### config.mk
export PLATFORM = sky130hd
export DESIGN_NAME = insn_decoder
export DESIGN_NICKNAME = d
export VERILOG_FILES = /design/src/rtl/insn_pkg.sv /design/src/rtl/insn_fields.sv /design/src/rtl/insn_ctl.sv /design/src/rtl/insn_outstage.sv /design/src/rtl/insn_decoder.sv
export SDC_FILE = /design/constraint.sdc
export NUM_CORES = 1
export LEC_CHECK = 0
export BUFFER_PORTS_ARGS = -buffer_cell sky130_fd_sc_hd__buf_4
export CAP_MARGIN = 30
export CORE_MARGIN = 3
export CORE_UTILIZATION = 50
export CTS_CLUSTER_DIAMETER = 80
export DETAILED_ROUTE_END_ITERATION = 10
export HOLD_SLACK_MARGIN = 0.08
export PLACE_DENSITY = 0.84
export SETUP_SLACK_MARGIN = 0.15
export SYNTH_ARGS = -nofsm -noshare
export SYNTH_HDL_FRONTEND = slang
export SYNTH_SLANG_ARGS = --single-unit
### constraint.sdc
create_clock -name clk -period 0.9 [get_ports clk]
set_input_delay 0.09 -clock clk [delete_from_list [all_inputs] [get_ports clk]]
set_output_delay 0.09 -clock clk [all_outputs]
set_load 0.01 [all_outputs]
### src/rtl/insn_pkg.sv
package insn_pkg;
  localparam int INSN_W = 16;
  localparam int OPC_W  = 5;
  localparam int REG_W  = 3;
  localparam int NIB_W  = 4;
  localparam int IMM_W  = 8;
  localparam int ALU_N  = 12;
  localparam int JMP_N  = 5;
  localparam int FMT_N  = 3;

  localparam int FMT_A = 0;
  localparam int FMT_I = 1;
  localparam int FMT_J = 2;

  localparam logic [OPC_W-1:0] OPC_FIRST_RSV = 5'd27;

  typedef enum logic [OPC_W-1:0] {
    K_STOP = 5'd0,  K_PORTW = 5'd1,  K_PORTR = 5'd2,  K_LDIMM = 5'd3,
    K_ADD  = 5'd4,  K_SUB   = 5'd5,  K_ADDI  = 5'd6,  K_AND   = 5'd7,
    K_OR   = 5'd8,  K_XOR   = 5'd9,  K_SLL   = 5'd10, K_SRL   = 5'd11,
    K_SRA  = 5'd12, K_ROT   = 5'd13, K_PUSH  = 5'd14, K_POP   = 5'd15,
    K_BSL  = 5'd16, K_BS    = 5'd17, K_BLL   = 5'd18, K_BCS   = 5'd19,
    K_BCL  = 5'd20, K_BACK  = 5'd21, K_SLT   = 5'd22, K_SEQ   = 5'd23,
    K_STORE= 5'd24, K_LOAD  = 5'd25, K_IBACK = 5'd26
  } opc_e;

  typedef struct packed {
    logic [ALU_N-1:0] alu_sel;
    logic             reg_we;
    logic             mem_rd;
    logic             mem_wr;
    logic             io_in;
    logic             io_out;
    logic             push;
    logic             pop;
    logic [JMP_N-1:0] jmp;
    logic             ret;
    logic             halt;
    logic             iret;
  } ctl_t;

  typedef struct packed {
    logic [OPC_W-1:0] opc;
    logic [REG_W-1:0] rd;
    logic [NIB_W-1:0] ra;
    logic [NIB_W-1:0] rb;
    logic [IMM_W-1:0] imm;
  } fld_t;
endpackage

### src/rtl/insn_fields.sv
module insn_fields
  import insn_pkg::*;
(
  input  logic [INSN_W-1:0] word_i,
  output fld_t              fld_o,
  output logic [FMT_N-1:0]  fmt_o
);
  always_comb begin
    fld_o.opc = word_i[15:11];
    fld_o.rd  = word_i[10:8];
    fld_o.ra  = word_i[7:4];
    fld_o.rb  = word_i[3:0];
    fld_o.imm = word_i[7:0];
  end

  always_comb begin
    fmt_o = '0;
    case (word_i[15:11])
      K_ADD, K_SUB, K_AND, K_OR, K_XOR, K_SLL, K_SRL, K_SRA, K_ROT,
      K_SLT, K_SEQ, K_STORE, K_LOAD:
        fmt_o[FMT_A] = 1'b1;
      K_PORTW, K_PORTR, K_LDIMM, K_ADDI, K_PUSH, K_POP, K_BSL, K_BS,
      K_BCS, K_BCL:
        fmt_o[FMT_I] = 1'b1;
      default:
        fmt_o[FMT_J] = 1'b1;
    endcase
  end
endmodule

### src/rtl/insn_ctl.sv
module insn_ctl
  import insn_pkg::*;
(
  input  fld_t             fld_i,
  input  logic [FMT_N-1:0] fmt_i,
  output logic             illegal_o,
  output ctl_t             ctl_o
);
  ctl_t raw;
  logic rsv, bad_nib, bad_rd, rd_nz;

  assign rd_nz = |fld_i.rd;

  always_comb begin
    raw = '0;
    case (fld_i.opc)
      K_STOP:  raw.halt    = 1'b1;
      K_PORTW: raw.io_out  = 1'b1;
      K_PORTR: begin raw.io_in = 1'b1; raw.reg_we = rd_nz; end
      K_LDIMM: raw.reg_we  = rd_nz;
      K_ADD:   begin raw.alu_sel[0]  = 1'b1; raw.reg_we = rd_nz; end
      K_SUB:   begin raw.alu_sel[1]  = 1'b1; raw.reg_we = rd_nz; end
      K_ADDI:  begin raw.alu_sel[2]  = 1'b1; raw.reg_we = rd_nz; end
      K_AND:   begin raw.alu_sel[3]  = 1'b1; raw.reg_we = rd_nz; end
      K_OR:    begin raw.alu_sel[4]  = 1'b1; raw.reg_we = rd_nz; end
      K_XOR:   begin raw.alu_sel[5]  = 1'b1; raw.reg_we = rd_nz; end
      K_SLL:   begin raw.alu_sel[6]  = 1'b1; raw.reg_we = rd_nz; end
      K_SRL:   begin raw.alu_sel[7]  = 1'b1; raw.reg_we = rd_nz; end
      K_SRA:   begin raw.alu_sel[8]  = 1'b1; raw.reg_we = rd_nz; end
      K_ROT:   begin raw.alu_sel[9]  = 1'b1; raw.reg_we = rd_nz; end
      K_PUSH:  raw.push    = 1'b1;
      K_POP:   begin raw.pop = 1'b1; raw.reg_we = rd_nz; end
      K_BSL:   raw.jmp[0]  = 1'b1;
      K_BS:    raw.jmp[1]  = 1'b1;
      K_BLL:   raw.jmp[2]  = 1'b1;
      K_BCS:   raw.jmp[3]  = 1'b1;
      K_BCL:   raw.jmp[4]  = 1'b1;
      K_BACK:  raw.ret     = 1'b1;
      K_SLT:   begin raw.alu_sel[10] = 1'b1; raw.reg_we = rd_nz; end
      K_SEQ:   begin raw.alu_sel[11] = 1'b1; raw.reg_we = rd_nz; end
      K_STORE: raw.mem_wr  = 1'b1;
      K_LOAD:  begin raw.mem_rd = 1'b1; raw.reg_we = rd_nz; end
      K_IBACK: raw.iret    = 1'b1;
      default: raw = '0;
    endcase
  end

  always_comb begin
    rsv       = (fld_i.opc >= OPC_FIRST_RSV);
    bad_nib   = fmt_i[FMT_A] & (fld_i.ra[NIB_W-1] | fld_i.rb[NIB_W-1]);
    bad_rd    = fmt_i[FMT_J] & rd_nz;
    illegal_o = rsv | bad_nib | bad_rd;
    ctl_o     = illegal_o ? '0 : raw;
  end
endmodule

### src/rtl/insn_outstage.sv
module insn_outstage #(
  parameter int  W         = 8,
  parameter bit  OUT_STAGE = 1'b1
) (
  input  logic         clk,
  input  logic         rst_n,
  input  logic [W-1:0] d_i,
  output logic [W-1:0] q_o
);
  generate
    if (OUT_STAGE) begin : g_reg
      logic [W-1:0] q_nxt, q_r;
      always_comb q_nxt = d_i;
      always_ff @(posedge clk or negedge rst_n) begin
        if (!rst_n) q_r <= '0;
        else        q_r <= q_nxt;
      end
      assign q_o = q_r;
    end else begin : g_comb
      assign q_o = rst_n ? d_i : '0;
    end
  endgenerate
endmodule

### src/rtl/insn_decoder.sv
module insn_decoder
  import insn_pkg::*;
#(
  parameter bit OUT_STAGE = 1'b1
) (
  input  logic        clk,
  input  logic        rst_n,
  input  logic [15:0] instr_i,
  output logic [4:0]  opc_o,
  output logic [2:0]  rd_o,
  output logic [2:0]  ra_o,
  output logic [2:0]  rb_o,
  output logic [7:0]  imm_o,
  output logic [2:0]  fmt_o,
  output logic        illegal_o,
  output logic [11:0] alu_sel_o,
  output logic        reg_we_o,
  output logic        mem_rd_o,
  output logic        mem_wr_o,
  output logic        io_in_o,
  output logic        io_out_o,
  output logic        push_o,
  output logic        pop_o,
  output logic [4:0]  jmp_o,
  output logic        ret_o,
  output logic        halt_o,
  output logic        iret_o
);
  localparam int BUS_W = $bits(fld_t) + FMT_N + 1 + $bits(ctl_t);

  fld_t             fld, fld_q;
  logic [FMT_N-1:0] fmt, fmt_q;
  logic             ill, ill_q;
  ctl_t             ctl, ctl_q;
  logic [BUS_W-1:0] bus_d, bus_q;

  insn_fields u_fields (.word_i(instr_i), .fld_o(fld), .fmt_o(fmt));
  insn_ctl    u_ctl    (.fld_i(fld), .fmt_i(fmt), .illegal_o(ill), .ctl_o(ctl));

  assign bus_d = {fld, fmt, ill, ctl};

  insn_outstage #(.W(BUS_W), .OUT_STAGE(OUT_STAGE)) u_out (
    .clk(clk), .rst_n(rst_n), .d_i(bus_d), .q_o(bus_q)
  );

  assign {fld_q, fmt_q, ill_q, ctl_q} = bus_q;

  assign opc_o     = fld_q.opc;
  assign rd_o      = fld_q.rd;
  assign ra_o      = fld_q.ra[REG_W-1:0];
  assign rb_o      = fld_q.rb[REG_W-1:0];
  assign imm_o     = fld_q.imm;
  assign fmt_o     = fmt_q;
  assign illegal_o = ill_q;
  assign alu_sel_o = ctl_q.alu_sel;
  assign reg_we_o  = ctl_q.reg_we;
  assign mem_rd_o  = ctl_q.mem_rd;
  assign mem_wr_o  = ctl_q.mem_wr;
  assign io_in_o   = ctl_q.io_in;
  assign io_out_o  = ctl_q.io_out;
  assign push_o    = ctl_q.push;
  assign pop_o     = ctl_q.pop;
  assign jmp_o     = ctl_q.jmp;
  assign ret_o     = ctl_q.ret;
  assign halt_o    = ctl_q.halt;
  assign iret_o    = ctl_q.iret;
endmodule

# [Yosys cells after proc, flatten, opt, wreduce, memory -nomap -nowiden]
# Cells that the tools add are included.
[classes] order_cmp=1 eq_ne=26 muxes=31 bitwise_logic=5 reduce_logical=6
[op_table] cell="$eq A5 B5 Y1 const B" count=11
[op_table] cell="$eq A5 B4 Y1 const B" count=8
[op_table] cell="$mux W1" count=30
[op_table] cell="$mux W27" count=1
[op_table] cell="$reduce_or A23 Y1" count=1
[op_table] cell="$eq A5 B3 Y1 const B" count=4
[op_table] cell="$reduce_or A16 Y1" count=1
[op_table] cell="$reduce_or A13 Y1" count=1
[op_table] cell="$eq A5 B2 Y1 const B" count=2
[op_table] cell="$reduce_or A10 Y1" count=1
[op_table] cell="$eq A5 B1 Y1 const B" count=1
[op_table] cell="$ge A5 B5 Y1 const B" count=1
[op_table] cell="$logic_not A5 Y1" count=1
[op_table] cell="$or A1 B1 Y1" count=3
[op_table] cell="$reduce_or A3 Y1" count=1
[op_table] cell="$and A1 B1 Y1" count=2
[totals] register_bits=55 output_inout_bits=53

# [Depth between registers and ports, before layout]
[depth] depth_word=7 depth_mapped=6 depth_no_buf=4

# [Modules after synthesis]
# Synthesis repeated with hierarchy kept, for this count alone.
[unflattened] cells_unflattened=158 area_unflattened_um2=1986.9
[by_module_without_submodules] module="insn_outstage" instances=1 cells_each=55 area_each_um2=1376.3
[by_module_without_submodules] module="insn_ctl" instances=1 cells_each=61 area_each_um2=319.1
[by_module_without_submodules] module="insn_fields" instances=1 cells_each=42 area_each_um2=291.5

# [Worst setup path before layout]
# Ideal clock, no wire load.
[synth_path] kind="input port to flip-flop" startpoint="input port instr_i[12]" endpoint="register u_out.g_reg.q_r[27] (netlist: u_out.q_o[27])" setup_ns=0.064 t_arrival_ns=0.949 required_time_ns=0.836 slack_ns=-0.112 stages=6 path_buffers=2 path_cell_list="buf_6 -> or2_1 -> buf_6 -> or2_4 -> o211ai_2 -> a21bo_1"
[synth_via] word_cells_on_any_way=32 cone_classes="order compare: 1; eq/ne: 23; mux: 2; bitwise: 4; reduce/logical: 2"
[synth_lines] item="from (decl)" line="insn_decoder.sv:8" text="input logic [15:0] instr_i,"
[synth_lines] item="$eq A5 B5 Y1 (tied with other cells)" line="insn_fields.sv:18" text="case (word_i[15:11])"
[synth_lines] item="$reduce_or A23 Y1 (no source line) *"
[synth_lines] item="$mux W1 *" line="insn_fields.sv:18"
[synth_lines] item="via fmt[2]" line="insn_decoder.sv:32" text="logic [FMT_N-1:0] fmt, fmt_q;"
[synth_lines] item="$and A1 B1 Y1 *" line="insn_ctl.sv:51" text="bad_rd = fmt_i[FMT_J] & rd_nz;"
[synth_lines] item="$or A1 B1 Y1 *" line="insn_ctl.sv:52" text="illegal_o = rsv | bad_nib | bad_rd;"
[synth_lines] item="via ill" line="insn_decoder.sv:33" text="logic ill, ill_q;"
[synth_lines] item="to (signal assigned)" line="insn_outstage.sv:16" text="else q_r <= q_nxt;"
[synth_lines] item="to (decl)" line="insn_outstage.sv:12" text="logic [W-1:0] q_nxt, q_r;"
# Mark *: on every way through the listed nets, which the timed path passes. The rest lies on a longest branch.

# [Worst setup path after layout]
[layout_path] startpoint="register u_out.g_reg.q_r[40] (netlist: u_out.q_o[40])" endpoint="output port rb_o[1]"
[layout_lines] item="to (decl)" line="insn_decoder.sv:12" text="output logic [2:0] rb_o,"
# No word-level cell between the ends.

==> metrics.txt <==
# TYPE chip_impl_metric gauge
chip_impl_info{name="result_of_the_run",value="complete, but fails checks"} 1
chip_impl_info{name="violated_checks",value="hold timing, setup timing"} 1
chip_impl_metric{name="post-cts-setup-buffer-count",unit=""} 0
chip_impl_metric{name="setup_tns",unit="ns"} -5.93
chip_impl_metric{name="worst_path_largest_cell_delay",unit="ns"} 0.44
chip_impl_metric{name="netlist_instances",unit=""} 137
chip_impl_metric{name="final_layout_size_suffix_gt1_share",unit="%"} 51.2
chip_impl_info{name="worstHoldPathType",value="in -> reg"} 1
chip_impl_metric{name="post_cts_hold_buffer_count",unit=""} 14
chip_impl_metric{name="ys.warnings.count",unit=""} 0
chip_impl_metric{name="syn_nets",unit=""} 155
chip_impl_metric{name="design.final.nets",unit=""} 261
chip_impl_info{name="synthDominantAreaCellType",value="dfrtp_1"} 1
chip_impl_metric{name="synth_simple_gate_area_share",unit="%"} 16.4
chip_impl_metric{name="fp.coreArea",unit="um2"} 3150
chip_impl_metric{name="synth_xor_xnor_area_share",unit="%"} 0
chip_impl_metric{name="multi_input_comb_area",unit="um2"} 470
chip_impl_metric{name="setup_ws",unit="ns"} -0.184
chip_impl_metric{name="ir_worst_vdd",unit="uV"} 1120
chip_impl_metric{name="crit_buf_inv",unit=""} 1
chip_impl_metric{name="pin_count_of_the_biggest_net_entering_global_routing",unit=""} 48
chip_impl_info{name="combinational_family_with_the_most_area_after_synthesis",value="simple AND/OR/NAND/NOR gates"} 1
chip_impl_metric{name="p_leak",unit="uW"} 0.00140
chip_impl_metric{name="slew_headroom",unit="%"} 79.1
chip_impl_metric{name="final.min_clock_period",unit="ns"} 1.08
chip_impl_metric{name="hold_viol",unit=""} 3
chip_impl_metric{name="timing_worst_slew_pin_value",unit="ns"} 0.311
chip_impl_metric{name="placed_cell_count",unit=""} 266
chip_impl_metric{name="syn_area_per_cell",unit="um2"} 12.4
chip_impl_metric{name="postLayoutCoreUtil",unit="%"} 90.8
chip_impl_info{name="end_kind",value="output pin"} 1
chip_impl_metric{name="globalRouteTotalUtil",unit="%"} 27.9
chip_impl_metric{name="synth-seq-cells",unit=""} 47
chip_impl_metric{name="synth.cell_area",unit="um2"} 1690
chip_impl_metric{name="timing.final.crit_share",unit="%"} 120
chip_impl_metric{name="drtPass1Iterations",unit=""} 4
chip_impl_metric{name="area_grow_syn2layout",unit="%"} 69.1
chip_impl_metric{name="critical_path_peak_fanout",unit=""} 2
chip_impl_info{name="critical-path-slowest-cell",value="dfrtp_1"} 1
chip_impl_metric{name="route.vias.total",unit=""} 1615
chip_impl_metric{name="die_area",unit="um2"} 4120
chip_impl_metric{name="post_synthesis_mux_area_share",unit="%"} 0.665
chip_impl_metric{name="clk_pin_slew_worst_paths",unit="ns"} 0.17
chip_impl_metric{name="route.antenna.remaining_nets",unit=""} 0
chip_impl_metric{name="htree_levels",unit=""} 2
chip_impl_info{name="yosys-top-cells-area",value="dfrtp_1, nor2_1, buf_4, nor3_1, nand2_1"} 1
chip_impl_metric{name="globalRouteOverflowTotal",unit=""} 0
chip_impl_info{name="worstSetupStartpointType",value="flip-flop"} 1
chip_impl_info{name="cpLargestDelayFamily",value="flip-flops"} 1
chip_impl_metric{name="detailed_route_wire_length_per_cell",unit="um"} 21.9
chip_impl_metric{name="largest_register_ff_count",unit=""} 47
chip_impl_metric{name="first_global_vias",unit=""} 1595
chip_impl_metric{name="share_of_the_synthesized_area_in_the_top_cell_type",unit="%"} 69.4
chip_impl_metric{name="ff_latch_area",unit="um2"} 1180
chip_impl_info{name="cts_tree",value="yes"} 1
chip_impl_metric{name="drv.max_cap_violation_count",unit=""} 0
chip_impl_metric{name="clk_path_buf_depth",unit=""} 2
chip_impl_metric{name="worst_ep_arrival_time",unit="ns"} 0.99
chip_impl_metric{name="timing.final.max_slew_violations",unit=""} 0
chip_impl_metric{name="ys_seq_area_share",unit="%"} 69.4
chip_impl_metric{name="finalSetupViolCount",unit=""} 53
chip_impl_metric{name="dp_hpwl",unit="um"} 3130
chip_impl_metric{name="power",unit="uW"} 4100
chip_impl_metric{name="i_o_pin_count",unit=""} 71
chip_impl_metric{name="numCtsBuffers",unit=""} 5
chip_impl_metric{name="synth_adder_area_share",unit="%"} 0
chip_impl_metric{name="cp.required",unit="ns"} 0.81
chip_impl_metric{name="detailedRoute.firstIterationViolations",unit=""} 121
chip_impl_metric{name="drt_wl_total",unit="um"} 6310
chip_impl_metric{name="fp.dieH",unit="um"} 64.2
chip_impl_metric{name="x_dimension_of_the_die",unit="um"} 64.2
chip_impl_metric{name="std_cell_rows",unit=""} 20
chip_impl_metric{name="final_estimated_routing_congestion_in_global_placement",unit=""} 0.796
chip_impl_info{name="unrepaired_setup_endpoints_after_global_routing",value="true"} 1
chip_impl_metric{name="final_cells",unit=""} 288
chip_impl_info{name="cts_root_buf",value="clkbuf_4"} 1
chip_impl_metric{name="cellPowerDensity",unit="nW/um2"} 1430
chip_impl_info{name="cells_traversed_along_the_worst_timing_path",value="buf_4"} 1
chip_impl_metric{name="hold_ws",unit="ns"} -0.203
chip_impl_metric{name="fraction_of_the_mapped_netlist_area_in_compound_gates",unit="%"} 6.94
chip_impl_metric{name="route.detailed.vias_per_inst",unit=""} 5.61
chip_impl_metric{name="layout.filler_cells",unit=""} 117
chip_impl_info{name="timing_worst_setup_path_type",value="reg -> out"} 1
chip_impl_metric{name="antenna_cells",unit=""} 0
chip_impl_metric{name="io_buffer_count",unit=""} 70
chip_impl_metric{name="initial_utilization",unit="%"} 53.7
chip_impl_metric{name="numClockSinks",unit=""} 47
chip_impl_metric{name="global_route_wire_length_before_repair",unit="um"} 8450
chip_impl_metric{name="grt_antenna_before_repair",unit=""} 0
chip_impl_metric{name="synth_cell_types",unit=""} 32
chip_impl_metric{name="fmax",unit="GHz"} 0.922
chip_impl_metric{name="drt_drc_violations_left",unit=""} 0
## layer usage
metal	global-route usage, %	wire length (um)	vias to the layer above
met3	7.56	621	29
met4	10.3	248	0
li1	-	-	658
met1	29.5	2090	795
met2	52.4	3340	133
met5	0	0	-
## kinds of logic after synthesis
group                  after synthesis
buffers and inverters               16
AND/OR/NAND/NOR                     57
AO/OA/AOI/OAI                       16
flip-flops                          47
multiplexers                         1
## repair_timing
| item | CTS | global route |
|---|---|---|
| endpoints found under the hold margin | 68 | 5 |
| resized for setup | 41 | 14 |
| endpoints found under the setup margin | 53 | 57 |
| pin swaps | 0 | 0 |
## through the flow
stage | hold WS [ns] | worst slack [ns] | instance area [um2]
after floorplan | -0.206 | -0.110 | 1770
after global placement | 0.0607 | -0.181 | 2450
after detailed placement | 0.0719 | -0.225 | 2450
after CTS | -0.184 | -0.116 | 2810
after global routing | -0.212 | -0.211 | 2860
final | -0.203 | -0.184 | 2860
## power breakdown
group | total (uW) | switching [uW] | internal (uW)
clock | 1130 | 744 | 386
combinational | 739 | 348 | 392
sequential | 2230 | 46.8 | 2180
total | 4100 | 1140 | 2960
## path summary, 6_finish.rpt
path,cells after the start,slack [ns],endpoint,startpoint
worst max-delay path,1,-0.18,rb_o[1],u_out.q_o[40]$_DFF_PN0_
worst min-delay path,1,-0.20,u_out.q_o[48]$_DFF_PN0_,instr_i[9]
max in group asynchronous,3,0.48,u_out.q_o[1]$_DFF_PN0_,rst_n
min in group asynchronous,3,0.16,u_out.q_o[4]$_DFF_PN0_,rst_n
## synthesized netlist by cell type
cell,n
o22ai_1,1
mux2_2,1
and3_1,1
or2_1,4
dfrtp_1,47
o31a_1,1
buf_6,3
a21oi_1,3
or3_1,2
or2_2,2
a21bo_1,1
nand3_1,4
o211ai_2,1
nor4_1,1
o32ai_1,1
clkbuf_1,2
o221ai_1,2
o21a_1,1
a41oi_1,1
o21ai_0,3
inv_1,2
nand2b_1,2
or2b_1,1
nand3b_1,1
buf_4,7
nand2_1,9
buf_2,2
o21bai_1,1
or2_4,1
nor2_1,21
or3_4,1
nor3_1,7
## cell type report
cell class	instances	area share (%)
clock buffers	6	1.79
clock inverters	2	0.568
inverters	2	0.262
multi-input cells	74	16.4
flip-flops and latches	47	41.1
well taps	44	1.92
repair buffers	113	38.0
## layout by cell type (no fill, tap or decap), drive strengths merged, types with 2 or more instances in the layout
cell / instances
buf: 99
dfrtp: 47
nor2: 21
dlygate4sd3: 14
nand2: 9
or2: 7
nor3: 7
clkbuf: 6
nand3: 4
o21ai: 3
a21oi: 3
or3: 3
inv: 2
nand2b: 2
o221ai: 2
No activity file was read; power rests on OpenSTA's default activity.
